### config.mk
export PLATFORM = sky130hd
export DESIGN_NAME = spi_baud_gen
export DESIGN_NICKNAME = d
export VERILOG_FILES = /design/src/rtl/sbg_pkg.sv /design/src/rtl/sbg_solver.sv /design/src/rtl/sbg_select.sv /design/src/rtl/sbg_divider.sv /design/src/rtl/spi_baud_gen.sv
export SDC_FILE = /design/constraint.sdc
export NUM_CORES = 1
export LEC_CHECK = 0
export ABC_AREA = 1
export BUFFER_PORTS_ARGS = -buffer_cell sky130_fd_sc_hd__buf_2
export CAP_MARGIN = 30
export CORE_MARGIN = 3
export CORE_UTILIZATION = 60
export DETAILED_ROUTE_END_ITERATION = 8
export GPL_TIMING_DRIVEN = 0
export PLACE_DENSITY = 0.85
export RECOVER_POWER = 25
export SLEW_MARGIN = 40
export SYNTH_ARGS = -nofsm -noshare
export SYNTH_HDL_FRONTEND = slang
export SYNTH_SLANG_ARGS = --single-unit
### constraint.sdc
create_clock -name clk -period 3.69 [get_ports clk]
set_clock_uncertainty 0.2 [all_clocks]
set_input_delay 0 -clock clk [delete_from_list [all_inputs] [get_ports clk]]
set_output_delay 0 -clock clk [all_outputs]
set_load 0.1 [all_outputs]
### src/rtl/sbg_pkg.sv
package sbg_pkg;
   localparam int DIV_W  = 2;
   localparam int BRG_W  = 6;
   localparam int NDIV   = 1 << DIV_W;
   localparam int CNT_W  = BRG_W + NDIV;

   typedef struct packed {
      logic [DIV_W-1:0] div;
      logic [BRG_W-1:0] brg;
   } sbg_cfg_t;
endpackage

### src/rtl/sbg_solver.sv
module sbg_solver
   import sbg_pkg::*;
#(
   parameter int RATIO_W = 16,
   parameter int BRG_MIN = 4
) (
   input  logic [RATIO_W-1:0] ratio,
   output sbg_cfg_t           sol
);
   localparam int BRG_SPAN = 1 << BRG_W;

   logic [NDIV-1:0]  fits;
   logic [BRG_W-1:0] cand_brg [NDIV];

   // one candidate per prescale setting
   for (genvar d = 0; d < NDIV; d++) begin : g_cand
      logic [RATIO_W-1:0] quot;
      assign quot        = ratio >> (d + 2);
      assign fits[d]     = (quot <= RATIO_W'(BRG_SPAN));
      assign cand_brg[d] = (quot < RATIO_W'(BRG_MIN + 1)) ? BRG_W'(BRG_MIN)
                                                         : BRG_W'(quot - 1'b1);
   end

   // lowest fitting prescale wins; slowest setting when none fits
   always_comb begin
      sol.div = DIV_W'(NDIV - 1);
      sol.brg = BRG_W'(BRG_SPAN - 1);
      for (int d = NDIV - 1; d >= 0; d--) begin
         if (fits[d]) begin
            sol.div = DIV_W'(d);
            sol.brg = cand_brg[d];
         end
      end
   end
endmodule

### src/rtl/sbg_select.sv
module sbg_select
   import sbg_pkg::*;
#(
   parameter int BRG_MIN = 4
) (
   input  logic             clk,
   input  logic             rst_n,
   input  logic             use_solver,
   input  logic [DIV_W-1:0] man_div,
   input  logic [BRG_W-1:0] man_brg,
   input  sbg_cfg_t         sol,
   output sbg_cfg_t         cfg,
   output logic             chg
);
   sbg_cfg_t man_cfg;
   sbg_cfg_t nxt_cfg;

   always_comb begin
      man_cfg.div = man_div;
      man_cfg.brg = (man_brg < BRG_W'(BRG_MIN)) ? BRG_W'(BRG_MIN) : man_brg;
   end

   assign nxt_cfg = use_solver ? sol : man_cfg;
   assign chg     = (nxt_cfg != cfg);

   always_ff @(posedge clk or negedge rst_n) begin
      if (!rst_n) begin
         cfg.div <= '0;
         cfg.brg <= BRG_W'(BRG_MIN);
      end else begin
         cfg <= nxt_cfg;
      end
   end


   brg_floor_chk: assert property (@(posedge clk) disable iff (!rst_n)
      cfg.brg >= BRG_W'(BRG_MIN));
endmodule

### src/rtl/sbg_divider.sv
module sbg_divider
   import sbg_pkg::*;
(
   input  logic     clk,
   input  logic     rst_n,
   input  logic     en,
   input  logic     chg,
   input  sbg_cfg_t cfg,
   output logic     sclk,
   output logic     tick
);
   logic [CNT_W:0]   brg_p1;
   logic [CNT_W:0]   half;
   logic [CNT_W-1:0] term;
   logic [CNT_W-1:0] cnt;

   // half period = (brg+1) << (div+1) main cycles
   assign brg_p1 = (CNT_W+1)'(cfg.brg) + (CNT_W+1)'(1);
   assign half   = brg_p1 << ({1'b0, cfg.div} + 1'b1);
   assign term   = CNT_W'(half - 1'b1);

   always_ff @(posedge clk or negedge rst_n) begin
      if (!rst_n) begin
         cnt  <= '0;
         sclk <= 1'b0;
         tick <= 1'b0;
      end else if (!en || chg) begin
         cnt  <= '0;
         sclk <= 1'b0;
         tick <= 1'b0;
      end else if (cnt == term) begin
         cnt  <= '0;
         sclk <= ~sclk;
         tick <= 1'b1;
      end else begin
         cnt  <= cnt + 1'b1;
         tick <= 1'b0;
      end
   end


   cnt_bound_chk: assert property (@(posedge clk) disable iff (!rst_n)
      cnt <= term);

   tick_edge_chk: assert property (@(posedge clk) disable iff (!rst_n)
      tick |-> (sclk != $past(sclk)));

   idle_low_chk: assert property (@(posedge clk) disable iff (!rst_n)
      !$past(en) |-> (!sclk && !tick));
endmodule

### src/rtl/spi_baud_gen.sv
module spi_baud_gen
   import sbg_pkg::*;
#(
   parameter int RATIO_W = 16,
   parameter int BRG_MIN = 4
) (
   input  logic               clk,
   input  logic               rst_n,
   input  logic               en,
   input  logic               use_solver,
   input  logic [1:0]         man_div,
   input  logic [5:0]         man_brg,
   input  logic [RATIO_W-1:0] ratio,
   output logic               sclk,
   output logic               tick,
   output logic [1:0]         div_out,
   output logic [5:0]         brg_out
);
   if (RATIO_W < BRG_W + 2) begin : g_bad_ratio
      $error("ratio width too narrow for the rate field");
   end
   if (BRG_MIN < 1 || BRG_MIN >= (1 << BRG_W)) begin : g_bad_min
      $error("rate floor outside the rate field");
   end
   if (DIV_W != 2 || BRG_W != 6) begin : g_bad_fields
      $error("port widths assume a 2-bit prescale and 6-bit rate field");
   end

   sbg_cfg_t sol;
   sbg_cfg_t cfg;
   logic     chg;

   sbg_solver #(.RATIO_W(RATIO_W), .BRG_MIN(BRG_MIN)) u_solver (
      .ratio (ratio),
      .sol   (sol)
   );

   sbg_select #(.BRG_MIN(BRG_MIN)) u_select (
      .clk        (clk),
      .rst_n      (rst_n),
      .use_solver (use_solver),
      .man_div    (man_div),
      .man_brg    (man_brg),
      .sol        (sol),
      .cfg        (cfg),
      .chg        (chg)
   );

   sbg_divider u_divider (
      .clk   (clk),
      .rst_n (rst_n),
      .en    (en),
      .chg   (chg),
      .cfg   (cfg),
      .sclk  (sclk),
      .tick  (tick)
   );

   assign div_out = cfg.div;
   assign brg_out = cfg.brg;
endmodule

Word-level counts from Yosys, hierarchy flattened
Cells that the tools add are included.

Bits in registers: 20. Input port bits: 28. Output and inout port bits: 10. Logic and storage cells: 45.

$add $sub $neg: 8. Magnitude comparators: 9. Equality and inequality tests: 2. Shifts and indexed selects: 1. Muxes and demuxes: 16. Bitwise logic cells: 1. Reduce and logical (&&, ||, !) cells: 3.

Operators with widths (count): two-way mux 6 bit (6); two-way mux 8 bit (4); subtractor 6 x 1 -> 6 bit (second input constant) (4); two-way mux 10 bit (2); less-or-equal comparator 14 x 7 -> 1 bit (second input constant) (1); less-than comparator 14 x 3 -> 1 bit (second input constant) (1); less-or-equal comparator 13 x 7 -> 1 bit (second input constant) (1); less-than comparator 13 x 3 -> 1 bit (second input constant) (1); less-or-equal comparator 12 x 7 -> 1 bit (second input constant) (1); less-than comparator 12 x 3 -> 1 bit (second input constant) (1); less-or-equal comparator 11 x 7 -> 1 bit (second input constant) (1); less-than comparator 11 x 3 -> 1 bit (second input constant) (1); << shifter 11 x 3 -> 10 bit (1); adder 10 x 1 -> 10 bit (second input constant) (1); == test 10 bit (1); subtractor 10 x 1 -> 10 bit (second input constant) (1); != test 8 bit (1); adder 6 x 1 -> 7 bit (second input constant) (1); less-than comparator 6 x 3 -> 1 bit (second input constant) (1); two-way mux 1 bit (4); adder 2 x 1 -> 3 bit (second input constant) (1); nonzero test 2 bit (1); zero test 1 bit (1); logical OR 1 bit (1); inverter 1 bit (1).

Longest topological paths before layout
Gate-level depths: netlist (run 1).

Depth in word-level cells: 10. Depth in mapped cells: 20. Gate-level depth less buffers: 20.

Hierarchy
Synthesis (run 1) repeated with hierarchy kept, for this count alone.

Cells, all modules: 493. Area total of the unflattened synthesis: 3029.2 um^2.

By module, submodules not included: sbg_divider (instances 1, cells an instance 258, area each 1595.3 um^2, sequential area each 300.3 um^2); sbg_solver (instances 1, cells an instance 151, area each 882.1 um^2, sequential area each 0.0 um^2); sbg_select (instances 1, cells an instance 84, area each 551.8 um^2, sequential area each 201.4 um^2).

Worst setup path after synthesis (run 1)
Ideal clock, no wire load.

Path kind: register to register. Start: register, netlist name u_select.cfg[6]. End: register u_divider.cnt[2]. Setup time: 121 ps. Data arrival time: 3147 ps. Required time: 3369 ps. Slack: 222 ps. Stages on the path, launching flop included: 18. Path buffers: 1. Clock period less this slack: 3468 ps. Cells stage by stage: dfrtp_1 -> ha_1 -> buf_2 -> nor2_1 -> inv_1 -> nor2_2 -> inv_1 -> ha_1 -> xor2_1 -> nand3_1 -> nor2_1 -> nand3_1 -> nor2_1 -> nand3_1 -> nor2_1 -> nand2_2 -> nand2_8 -> nor2_2.

Cells in the longest elaborated chain, start to end: 6. Elaborated cells between the ends (all ways): 8. Classes of those cells: add/sub (2); eq/ne (2); shift (1); mux (2); reduce/logical (1).

Ends and longest elaborated chain: adder 2 x 1 -> 3 bit (RTL line sbg_divider.sv:19) `assign half = brg_p1 << ({1'b0, cfg.div} + 1'b1);`; << shifter 11 x 3 -> 10 bit (RTL line sbg_divider.sv:19); subtractor 10 x 1 -> 10 bit (RTL line sbg_divider.sv:20) `assign term = CNT_W'(half - 1'b1);`; == test 10 bit (RTL line sbg_divider.sv:31) `end else if (cnt == term) begin`; two-way mux 10 bit (RTL line sbg_divider.sv:31); two-way mux 10 bit * (RTL line sbg_divider.sv:27) `end else if (!en || chg) begin`; to (signal assigned) (RTL line sbg_divider.sv:36) `cnt <= cnt + 1'b1;`; to (decl) (RTL line sbg_divider.sv:15) `logic [CNT_W-1:0] cnt;`.

Mark *: on every way between the ends. The rest lies on a longest branch, timed or not. A chain may end at the register's enable or synchronous reset.

Final worst setup path (run 1)
Start: register, netlist name u_select.cfg[6]. End: register u_divider.cnt[4].

Cells in the longest elaborated chain, start to end: 6. Elaborated cells between the ends (all ways): 8. Classes of those cells: add/sub (2); eq/ne (2); shift (1); mux (2); reduce/logical (1).

Ends and longest elaborated chain (RTL line): adder 2 x 1 -> 3 bit (sbg_divider.sv:19); << shifter 11 x 3 -> 10 bit (sbg_divider.sv:19); subtractor 10 x 1 -> 10 bit (sbg_divider.sv:20); == test 10 bit (sbg_divider.sv:31); two-way mux 10 bit (sbg_divider.sv:31); two-way mux 10 bit * (sbg_divider.sv:27).

Marks and branches as above.

==> results.md, run 1 <==
* Commonest non-fill, non-tap cell in the layout: nand2_1
* Chip Height at 77.2 um
* Nets@finish at 604
* Via density per instance at 5.44
* Vias in the first global route at around 3300
* Most frequent cells in the layout: nand2_1, nand3_1, inv_1
* Antenna-violating nets left at 0
* Setup ws final at 380 ps
* Tcrit/Tclk final at 89.7%
* DP Area at 3300 sq um
* Chip width at 77.2 um
* Hold Path Stages at 4
* RSZ-0062 raised after global routing: false
* Crit path buf inv count at 4
* Clk_lat worst skew at 260 ps
* Reg-to-reg critical path startpoint: u_select.cfg[6]$_DFF_PN0_
* Antenna fix cells at 0
* Worst reg2reg path depth at 19
* # H-tree levels at 1
* Final setup TNS at 0 ps
* Post-route cell area at roughly 3500 sq um
* TritonCTS clock tree: yes
* Post-placement cell count at 609
* I/O Pins at 38
* First-pass GRT wire length at 15100 um
* Seq/Total Area, Yosys at between 10% and 20%
* Pwr Total at 0.000934 W
* Count of cell types in the netlist at 36
* Syn nets at between 500 and 600
* Most common cell on crit path: nor2_1
* Clk root buf: clkbuf_8
* HP Start: use_solver
* Drt drc at 0
* Dpl ws at 423 ps
* Antenna violations before repair at 0
* CP arrival at 3270 ps
* All-Layer GR Usage at about 30%
* Leak pwr at between 1.5 and 2 nW
* DRT Pass-1 Iters at 5
* Final Max Tran Viols at 0
* DIE AREA at 5970 sq um
* Clock transition at path regs at approximately 80 ps
* Deepest clock path buffer count at 2
* Synth Instances at 508
* DRT iter0 DRCs at 310
* Overall routed net length at 8640 um
* CTS Sinks at 20
* Cell family with most CP delay: simple AND/OR/NAND/NOR gates
* CP Launch Type: flip-flop
* R2R setup slack at 380 ps
* Placer Congestion at 0.948
* Routed vias at 3416
* Worst setup EP type: flip-flop
* Core area at 4820 sq um
* Fmax at 302 MHz
* #FFs+latches synth at 20
* Pwr dens at 265 nW/um^2
* Row cnt at 25
* Worst Tran Pin Value at about 1200 ps
* Slew headroom at 19.9%
* Peak VDD IR at 0.142 mV
* Cts bufs inserted at 3
* Worst EP required at 3650 ps
* Synthesized cell area at a little over 3000 sq um
* CP max stage cell: dfrtp_1
* Syn Area/Cell at 5.99 sq um
* Layout cells sized above 1 at 19.1%
* Detailed Place HPWL at about 6700 um
* Final Hold Viols at 0
* Post-route insts no fill at 628
* Synthesis-to-finish area growth at 15.6%
* Post-CTS Setup Inserts at 0
* Hold-critical path endpoint: u_select.cfg[4]$_DFF_PN0_
* Max Cap Violations at 0
* Buffers on Ports at 34
* Crit Path Category: reg2reg
* WL/cell at 13.8 um
* CP peak stage delay at 480 ps
* Min cycle time layout at ~3300 ps
* Hold WC Path Type: in2reg
* Largest net degree at the start of global routing at 21
* Status: finished clean
* # setup viols final at 0
* Yosys warns at 0
* Gr ovfl total at 0
* Largest fanout on the critical path at 10
* CP cell instances: ha_1, buf_2, nor2_1, inv_1, nor2_2, inv_1, ha_1, inv_1, nand4_1, nand3_1, nand2_1, nor2_1, nand3_1, nor2_1, nand3_1, nor2_1, nand2_2, nand2_8, nor2_2
* Initial core utilization at between 60% and 70%
* RR Endpoint: u_divider.cnt[4]$_DFF_PN0_
## layout make-up
class | instances | area [sq um]
Multi-Input combinational cell | 410 | 2230
Buffer | 6 | 43.8
Inverter | 72 | 270
Fill cell | 423 | 1300
Sequential cell | 20 | 502
Clock inverter | 1 | 30.0
Clock buffer | 3 | 41.3
Tap cell | 67 | 83.8
Timing Repair Buffer | 49 | 319
## logic make-up after synthesis
logic type                 share of synthesized area, %
AOI/OAI and AO/OA                                  4.64
xor gates and xnor gates                           6.04
adders and majority gates                          5.75
buffers and inverters                              10.3
DFF                                                16.5
and+or+nand+nor                                    56.8
## cells in the mapped netlist
cell type	number	area share, %
nand2_8	1	0.66
or2_1	1	0.21
nor2_4	6	2.2
nor3_1	4	0.66
buf_6	2	0.74
nand2_2	11	2.3
or2_2	2	0.41
nand3_4	1	0.58
o21ai_1	4	0.66
o21ai_4	1	0.53
nor2_8	2	1.3
nor2_2	19	3.9
clkbuf_1	1	0.12
o21ai_0	9	1.5
buf_4	1	0.25
ha_1	14	5.8
nor2_1	35	4.3
dfstp_2	1	0.86
nand2_1	155	19
and2_1	1	0.21
xnor2_1	4	1.2
nor4_1	1	0.21
nand3_1	91	15
o211ai_1	1	0.25
inv_1	62	7.6
o21bai_1	1	0.25
nand3_2	6	2.0
inv_2	9	1.1
xor2_1	17	4.9
nor3_2	1	0.33
clkinv_1	1	0.12
a21oi_1	9	1.5
dfrtp_1	19	16
buf_2	2	0.33
nand4_1	8	1.6
nand2_4	5	1.8
## worst max path at each step
stage / startpoint / to / cells after the start
after detailed placement: u_select.cfg[6]$_DFF_PN0_ / u_divider.cnt[4]$_DFF_PN0_ / 17
after global placement: u_select.cfg[6]$_DFF_PN0_ / u_divider.cnt[3]$_DFF_PN0_ / 17
final: u_select.cfg[6]$_DFF_PN0_ / u_divider.cnt[4]$_DFF_PN0_ / 19
after floorplan: u_select.cfg[6]$_DFF_PN0_ / u_divider.cnt[2]$_DFF_PN0_ / 17
after CTS: u_select.cfg[6]$_DFF_PN0_ / u_divider.cnt[4]$_DFF_PN0_ / 17
after global routing: u_select.cfg[6]$_DFF_PN0_ / u_divider.cnt[3]$_DFF_PN0_ / 19
## worst min-delay path, stage by stage
cell,delay [ps]
buf_2,140
inv_1,130
nand2_1,100
nand2_2,70
## registers in the layout, indices dropped and copies added (netlist names)
name	flops
u_select.cfg	8
u_divider.tick	1
u_divider.cnt	10
u_divider.sclk	1
## per-layer routing
layer | track usage (%) | vias up | wire, um
met2 | 51.9 | 165 | 4060
met3 | 3.17 | 20 | 640
li1 | - | 1724 | -
met4 | 8.90 | 0 | 164
met1 | 41.8 | 1507 | 3770
met5 | 0 | - | 0
## power breakdown
group          switching [W]  leakage, nW  total, W  internal (W)
clock              0.0000784       0.0357  0.000223      0.000145
combinational       0.000328         1.54  0.000473      0.000145
sequential         0.0000118        0.254  0.000238      0.000226
total               0.000418         1.83  0.000934      0.000516
## per-stage QoR
| stage | utilization (%) | hold slack, ps |
|---|---|---|
| floorplan | - | -496 |
| global placement | 68.5 | -213 |
| detailed placement | 68.5 | -197 |
| CTS | 73.1 | 12.7 |
| global route | 73.1 | 57.5 |
| finish | 73.1 | 32.4 |
## timing repair
item,in CTS,in global routing
setup endpoints to repair,0,0
hold endpoints to repair,28,0
hold buffers,15,0
gates resized for setup,0,0
(Power assumes the default switching activity.)
==> run 2, diff against run 1 <==
ABC_AREA = unset   (was 1)
BUFFER_PORTS_ARGS = unset   (was -buffer_cell sky130_fd_sc_hd__buf_2)
CORE_UTILIZATION = 66   (was 60)
DONT_BUFFER_PORTS = 1   (was unset)
==> run 2 against run 1 <==
The flow now finishes with violations (setup timing). Global-route usage grew 4.3 points. Fmax fell by 15%. Final cell count decreased by 21%. First-iteration DRC count rose to 3.1 times the previous value. Cell area is 10% higher. Die area down 4.2%. Hold slack gained 62 ps. Largest power group unchanged. Highest routed layer unchanged.
==> results.md, run 2 <==
* Overall routed net length at 11600 um (was 8640 um)
* Final setup TNS at -2120 ps (was 0 ps)
* Failing checks: setup timing
* Via density per instance at 7.79 (was 5.44)
* Antenna-violating nets left at 0 (unchanged)
* HP Start: ratio[15] (was use_solver)
* CP arrival at 3900 ps (was 3270 ps)
* # setup viols final at 12 (was 0)
* FF+latch area at 528 sq um (was 502 sq um)
* EDFF count, synth at 0 (unchanged)
* Post-route insts no fill at 497 (was 628)
* RR Endpoint: u_divider.tick$_DFF_PN0_ (was u_divider.cnt[4]$_DFF_PN0_)
* Crit Path Category: reg2reg (unchanged)
* Fmax at 256 MHz (was 302 MHz)
* Synthesized cell area at 3200 sq um (was 3050 sq um)
* Hold-critical path endpoint: u_select.cfg[1]$_DFF_PN0_ (was u_select.cfg[4]$_DFF_PN0_)
* Synthesis-to-finish area growth at 21.4% (was 15.6%)
* Placer Congestion at 1.03 (was 0.948)
* RSZ-0062 raised after global routing: true (was false)
* Worst Tran Pin Value at 1200 ps (about the same)
* Syn Area/Cell at 7.78 sq um (was 5.99 sq um)
* Layout fillers at 245 (was 423)
* # H-tree levels at 1 (unchanged)
* Largest cells by area after synthesis: dfrtp_1, ha_1, xnor2_1 (was nand2_1, dfrtp_1, nand3_1)
* I/O Pins at 38 (unchanged)
* Pwr dens at 268 nW/um^2 (was 265 nW/um^2)
* Most frequent cells in the layout: nor2_1, nand2_1, o21ai_0 (was nand2_1, nand3_1, inv_1)
* DRT Pass-1 Iters at 9 (was 5)
* DRT iter0 DRCs at 961 (was 310)
* TritonCTS clock tree: yes (unchanged)
* Clock transition at path regs at 80 ps (about the same)
* Post-placement cell count at 463 (was 609)
* Vias in the first global route at 3323 (was 3251)
* Worst setup EP type: flip-flop (unchanged)
* Syn nets at 453 (was 550)
* Buffers on Ports at 0 (was 34)
* Final Max Tran Viols at 0 (unchanged)
* Core area at 4500 sq um (was 4820 sq um)
* Top Registers: u_divider.cnt (10), u_select.cfg (8) (unchanged)
* Status: complete, but fails checks (was finished clean)
* Max Cap Violations at 0 (unchanged)
* Fraction of registers with async set/reset at 100% (unchanged)
* Leading area contributor after synthesis: dfrtp_1 (was nand2_1)
* Min cycle time layout at 3900 ps (was 3310 ps)
* #FFs+latches synth at 20 (unchanged)
* Deepest clock path buffer count at 2 (unchanged)
* Worst hold margin at 94.1 ps (was 32.4 ps)
* First-pass GRT wire length at 15600 um (was 15100 um)
* Chip Height at 75.6 um (was 77.2 um)
* Clk root buf: clkbuf_8 (unchanged)
* CP Launch Type: flip-flop (unchanged)
* Clk_lat worst skew at 260 ps (about the same)
* Nets@finish at 488 (was 604)
* Cts bufs inserted at 3 (unchanged)
* R2R setup slack at -210 ps (was 380 ps)
* Detailed Place HPWL at 6840 um (was 6690 um)
* Top_reg_cell synth: dfrtp_1 (unchanged)
* Seq/Total Area, Yosys at 15.7% (was 16.5%)
* Commonest non-fill, non-tap cell in the layout: nor2_1 (was nand2_1)
* Routed vias at 3871 (was 3416)
* Yosys warns at 0 (unchanged)
* Largest fanout on the critical path at 10 (unchanged)
* Hold WC Path Type: in2reg (unchanged)
* Drt drc at 0 (unchanged)
* Biggest register: u_divider.cnt (unchanged)
* Hold Path Stages at 4 (unchanged)
* CTS Sinks at 20 (unchanged)
* Multi-input gate area at 2700 sq um (was 2230 sq um)
* Worst reg2reg path depth at 12 (was 19)
* Count of cell types in the netlist at 84 (was 36)
* Row cnt at 24 (was 25)
* Setup ws final at -211 ps (was 380 ps)
* Top-area cell type share of the netlist area at 14.9% (was 19.1%)
* All-Layer GR Usage at 35.2% (was 30.9%)
* Largest net degree at the start of global routing at 21 (unchanged)
* Peak VDD IR at 0.168 mV (was 0.142 mV)
* Gr ovfl total at 0 (unchanged)
* Antenna fix cells at 0 (unchanged)
* Antenna violations before repair at 0 (unchanged)
* Leak pwr at 1.46 nW (was 1.83 nW)
* Most common cell in the netlist: nor2_1 (was nand2_1)
* Reg-to-reg critical path startpoint: u_select.cfg[2]$_DFF_PN1_ (was u_select.cfg[6]$_DFF_PN0_)
* Synth cell count leaders: nor2_1, nand2_1, o21ai_0 (was nand2_1, nand3_1, inv_1)
* Dpl ws at -389 ps (was 423 ps)
* DIE AREA at 5720 sq um (was 5970 sq um)
* Synth Instances at 411 (was 508)
* Initial core utilization at 71.0% (was 63.2%)
* WL/cell at 23.3 um (was 13.8 um)
* Slew headroom at 19.8% (was 19.9%)
* Layout cells sized above 1 at 24.0% (was 19.1%)
* Tcrit/Tclk final at 106% (was 89.7%)
* Final Hold Viols at 0 (unchanged)
* Max reg flops at 10 (unchanged)
* Chip width at 75.6 um (was 77.2 um)
* Worst EP required at 3690 ps (was 3650 ps)
==> run 2: cell families after synthesis <==
logic type	Yosys count	synth area share, %
XOR/XNOR	37	11.0
AO/OA/AOI/OAI	125	28.8
buffers and inverters	47	6.92
adder cells (fa/ha/maj)	14	5.48
AND/OR/NAND/NOR	166	31.4
multiplexers	2	0.626
flip-flops	20	15.7
==> run 2: final cells by class <==
class	count	area share, %
repair buffers	31	6.60
flip-flops and latches	20	13.6
clock buffers	3	1.06
multi-input cells	344	69.4
clock inverters	1	0.773
inverters	21	2.13
plain buffers	25	4.80
well taps	52	1.67
==> run 2: how the worst max path moves through the flow <==
stage / cells after the start / to / start
after global placement: 12 / u_divider.cnt[1]$_DFF_PN0_ / u_select.cfg[0]$_DFF_PN0_
after detailed placement: 12 / u_divider.cnt[9]$_DFF_PN0_ / u_select.cfg[0]$_DFF_PN0_
final: 12 / u_divider.tick$_DFF_PN0_ / u_select.cfg[2]$_DFF_PN1_
after global routing: 11 / u_divider.tick$_DFF_PN0_ / u_select.cfg[1]$_DFF_PN0_
after CTS: 11 / u_divider.cnt[9]$_DFF_PN0_ / u_select.cfg[2]$_DFF_PN1_
after floorplan: 12 / u_divider.cnt[1]$_DFF_PN0_ / u_select.cfg[7]$_DFF_PN0_
==> run 2: timing repair <==
| item | 4_1_cts | 5_1_grt |
|---|---|---|
| resized for setup | 32 | 28 |
| pin swaps | 15 | 16 |
| hold endpoints to repair | 28 | 20 |
| hold buffers | 11 | 1 |
| endpoints found under the setup margin | 12 | 12 |
| cloned | 1 | 0 |
| setup buffers | 14 | 4 |
==> run 2: where the power goes <==
part / internal [W] / switching, W
Combinational: 0.000224 / 0.000309
Clock: 0.000145 / 0.0000764
Sequential: 0.000228 / 0.0000589
==> run 2: routing by layer <==
metal / vias to the layer above / wire [um] / global-route usage [%]
met5: - / 0 / 0
met2: 397 / 4910 / 55.5
met3: 123 / 1640 / 6.86
met4: 0 / 791 / 14.8
li1: 1623 / - / -
met1: 1728 / 4240 / 47.0
==> run 2: per-stage QoR <==
stage / instance area, sq um / power (W) / utilization, %
6_report: 3880 / 0.00104 / 86.3
5_1_grt: 3880 / 0.00109 / 86.3
4_1_cts: 3730 / 0.000956 / 82.8
3_5_place_dp: 3300 / 0.000664 / 73.3
3_3_place_gp: 3300 / 0.000654 / 73.3
2_1_floorplan: 3230 / 0.000590 / -
==> run 2: critical path, stage by stage (launching register included) <==
cell and delay, ps:
dfstp_4 800, buf_8 160, buf_6 150, nand4_1 210, a21boi_1 320, o22ai_1 150
a32o_1 280, xnor2_2 200, a31oi_1 110, or4_4 580, nor4_4 360, buf_4 170
and2b_1 130
==> run 3, diff against run 2 <==
ABC_AREA = 1   (was unset)
==> run 3 against run 2 <==
The flow now finishes without violations. Core utilization fell by 8.8 points. Non-clock buffer count fell by 29. Via count fell by 10%. Register-to-register slack improved by 420 ps. Fmax rose by 12%. Cell area fell by 12%. Setup slack improved by 420 ps. Hold slack got worse by 17 ps. Sequential power barely moved. Critical endpoint is now u_divider.cnt[0]$_DFF_PN0_. Largest cell class unchanged.
==> results.md, run 3 (synthesis results as in run 1) <==
* RSZ-0062 raised after global routing: false (was true)
* Peak VDD IR at 0.189 mV (was 0.168 mV)
* Fmax at 287 MHz (was 256 MHz)
* Commonest non-fill, non-tap cell in the layout: nand2_1 (was nor2_1)
* Critical Path Stages at 17 (was 12)
* Detailed Place HPWL at 6300 um (was 6840 um)
* Antenna-violating nets left at 0 (unchanged)
* DIE AREA at 5470 sq um (was 5720 sq um)
* # setup viols final at 0 (was 12)
* Synthesis-to-finish area growth at 12.3% (was 21.4%)
* Final setup TNS at 0 ps (was -2120 ps)
* CP cell instances: ha_1, nand2_1, o21ai_0, inv_1, nor2_2, inv_1, ha_1, xor2_1, nand3_1, nor2_1, nand3_1, nor2_1, nand3_1, nor2_1, nand2_2, nand2_8, nor2_2 (was buf_8, buf_6, nand4_1, a21boi_1, o22ai_1, a32o_1, xnor2_2, a31oi_1, or4_4, nor4_4, buf_4, and2b_1)
* Min cycle time layout at 3480 ps (was 3900 ps)
* Cts bufs inserted at 3 (unchanged)
* Worst setup EP type: flip-flop (unchanged)
* Pwr Total at 0.000927 W (was 0.00104 W)
* Crit path buf inv count at 2 (was 3)
* Dpl ws at 174 ps (was -389 ps)
* Post-route insts no fill at 585 (was 497)
* Worst Setup EP: u_divider.cnt[0]$_DFF_PN0_ (was u_divider.tick$_DFF_PN0_)
* TritonCTS clock tree: yes (unchanged)
* All-Layer GR Usage at 33.2% (was 35.2%)
* Clk root buf: clkbuf_8 (unchanged)
* Worst Tran Pin Value at 1150 ps (was 1200 ps)
* Largest net degree at the start of global routing at 21 (unchanged)
* Gr ovfl total at 0 (unchanged)
* Final Max Tran Viols at 0 (unchanged)
* I/O Pins at 38 (unchanged)
* Chip Height at 73.9 um (was 75.6 um)
* Vias in the first global route at 3242 (was 3323)
* Tcrit/Tclk final at 94.3% (was 106%)
* FF+latch area at 517 sq um (was 528 sq um)
* Most frequent cells in the layout: nand2_1, nand3_1, inv_1 (was nor2_1, nand2_1, o21ai_0)
* Post-CTS Setup Inserts at 0 (was 14)
* CTS Sinks at 20 (unchanged)
* Antenna fix cells at 0 (unchanged)
* R2R setup slack at 210 ps (was -210 ps)
* Max reg flops at 10 (unchanged)
* Placer Congestion at 0.912 (was 1.03)
* Initial core utilization at 69.0% (was 71.0%)
* Pwr dens at 271 nW/um^2 (was 268 nW/um^2)
* Buffers on Ports at 0 (unchanged)
* CP startpoint: u_select.cfg[1]$_DFF_PN0_ (was u_select.cfg[2]$_DFF_PN1_)
* CP Launch Type: flip-flop (unchanged)
* CP arrival at 3440 ps (was 3900 ps)
* Overall routed net length at 8900 um (was 11600 um)
* Layout Utilization at 77.5% (was 86.3%)
* Worst reg2reg path depth at 17 (was 12)
* Max Cap Violations at 0 (unchanged)
* Hold WC Path Type: in2reg (unchanged)
* Worst EP required at 3650 ps (was 3690 ps)
* Multi-input gate area at 2250 sq um (was 2700 sq um)
* Via density per instance at 5.95 (was 7.79)
* # H-tree levels at 1 (unchanged)
* Biggest register: u_divider.cnt (unchanged)
* Leak pwr at 1.71 nW (was 1.46 nW)
* Post-placement cell count at 560 (was 463)
* Setup ws final at 210 ps (was -211 ps)
* Drt drc at 0 (unchanged)
* Top Registers: u_divider.cnt (10), u_select.cfg (8) (unchanged)
* Antenna violations before repair at 0 (unchanged)
* Layout fillers at 361 (was 245)
* CP peak stage delay at 640 ps (was 800 ps)
* Chip width at 73.9 um (was 75.6 um)
* Status: finished clean (was complete, but fails checks)
* Routed vias at 3479 (was 3871)
* Row cnt at 24 (unchanged)
* Clk_lat worst skew at 260 ps (about the same)
* Layout cells sized above 1 at 15.8% (was 24.0%)
* CP max stage cell: dfrtp_2 (was dfstp_4)
* DRT iter0 DRCs at 426 (was 961)
* Reg-to-reg critical path startpoint: u_select.cfg[1]$_DFF_PN0_ (was u_select.cfg[2]$_DFF_PN1_)
* Clock transition at path regs at 90 ps (was 80 ps)
* Largest fanout on the critical path at 10 (unchanged)
* RR Endpoint: u_divider.cnt[0]$_DFF_PN0_ (was u_divider.tick$_DFF_PN0_)
* First-pass GRT wire length at 14400 um (was 15600 um)
* Slew headroom at 23.6% (was 19.8%)
* Final Hold Viols at 0 (unchanged)
* Deepest clock path buffer count at 2 (unchanged)
* Nets@finish at 576 (was 488)
* Cell family with most CP delay: simple AND/OR/NAND/NOR gates (unchanged)
* Core area at 4410 sq um (was 4500 sq um)
* DRT Pass-1 Iters at 6 (was 9)
* WL/cell at 15.2 um (was 23.3 um)
* Crit Path Category: reg2reg (unchanged)
-- run 3: cell count changes in the layout (fill, tap and decap cells not counted), sizes merged, moves of 8 or more --
cell / change
nor3: -20
nor4: -8
inv: +51
and3: -11
or3: -9
nor2: +33
xnor2: -14
o21ai: -10
clkbuf: -10
nand3: +81
dlygate4sd3: +9
buf: -28
a21oi: -10
nand2: +148
-- run 3: what timing repair did --
action                                  CTS  global route
hold buffers                             20             1
endpoints found under the setup margin    0            12
hold endpoints to repair                 29            20
gates resized for setup                   0             5
-- run 3: metal layers --
layer / wire length, um / vias up / GRT usage [%]
met2: 4240 / 187 / 57.0
li1: - / 1669 / -
met3: 767 / 43 / 4.86
met1: 3560 / 1580 / 41.2
met5: 0 / - / 0
met4: 337 / 0 / 14.3
-- run 3: per-stage QoR --
stage          hold WS (ps)  instance area [sq um]
2_1_floorplan          -496                   3050
3_3_place_gp           -495                   3110
3_5_place_dp           -495                   3120
4_1_cts                6.10                   3390
5_1_grt                96.0                   3420
6_report               76.6                   3420
-- run 3: power breakdown --
| part | internal [W] | total [W] | switching [W] | leakage [nW] |
|---|---|---|---|---|
| clock network | 0.000145 | 0.000226 | 0.0000810 | 0.0357 |
| logic | 0.000139 | 0.000411 | 0.000272 | 1.43 |
| registers | 0.000227 | 0.000290 | 0.0000623 | 0.247 |
-- run 3: layout make-up --
class / instances / area share [%]
sequential: 20 / 15.1
clock inverter: 1 / 0.878
clock buffer: 3 / 1.21
tap: 52 / 1.90
multi-input combinational: 410 / 65.8
buffer: 6 / 1.28
timing repair buffer: 21 / 5.96
inverter: 72 / 7.90
-- run 3: tightest hold or removal path, cell delays in order --
cell and delay [ps]:
inv_1 70, ha_1 150, a21oi_1 70, nand2_1 120
nand2_1 90
-- run 3: worst min-delay path by stage --
| stage | startpoint | to | slack (ps) | depth (start not counted) |
|---|---|---|---|---|
| floorplan | rst_n | u_divider.cnt[0]$_DFF_PN0_ | -500 | 0 |
| global placement | rst_n | u_select.cfg[3]$_DFF_PN0_ | -500 | 0 |
| detailed placement | rst_n | u_select.cfg[3]$_DFF_PN0_ | -500 | 0 |
| CTS | ratio[2] | u_select.cfg[1]$_DFF_PN0_ | 6 | 5 |
| global route | ratio[2] | u_select.cfg[1]$_DFF_PN0_ | 100 | 5 |
| finish | ratio[2] | u_select.cfg[1]$_DFF_PN0_ | 80 | 5 |
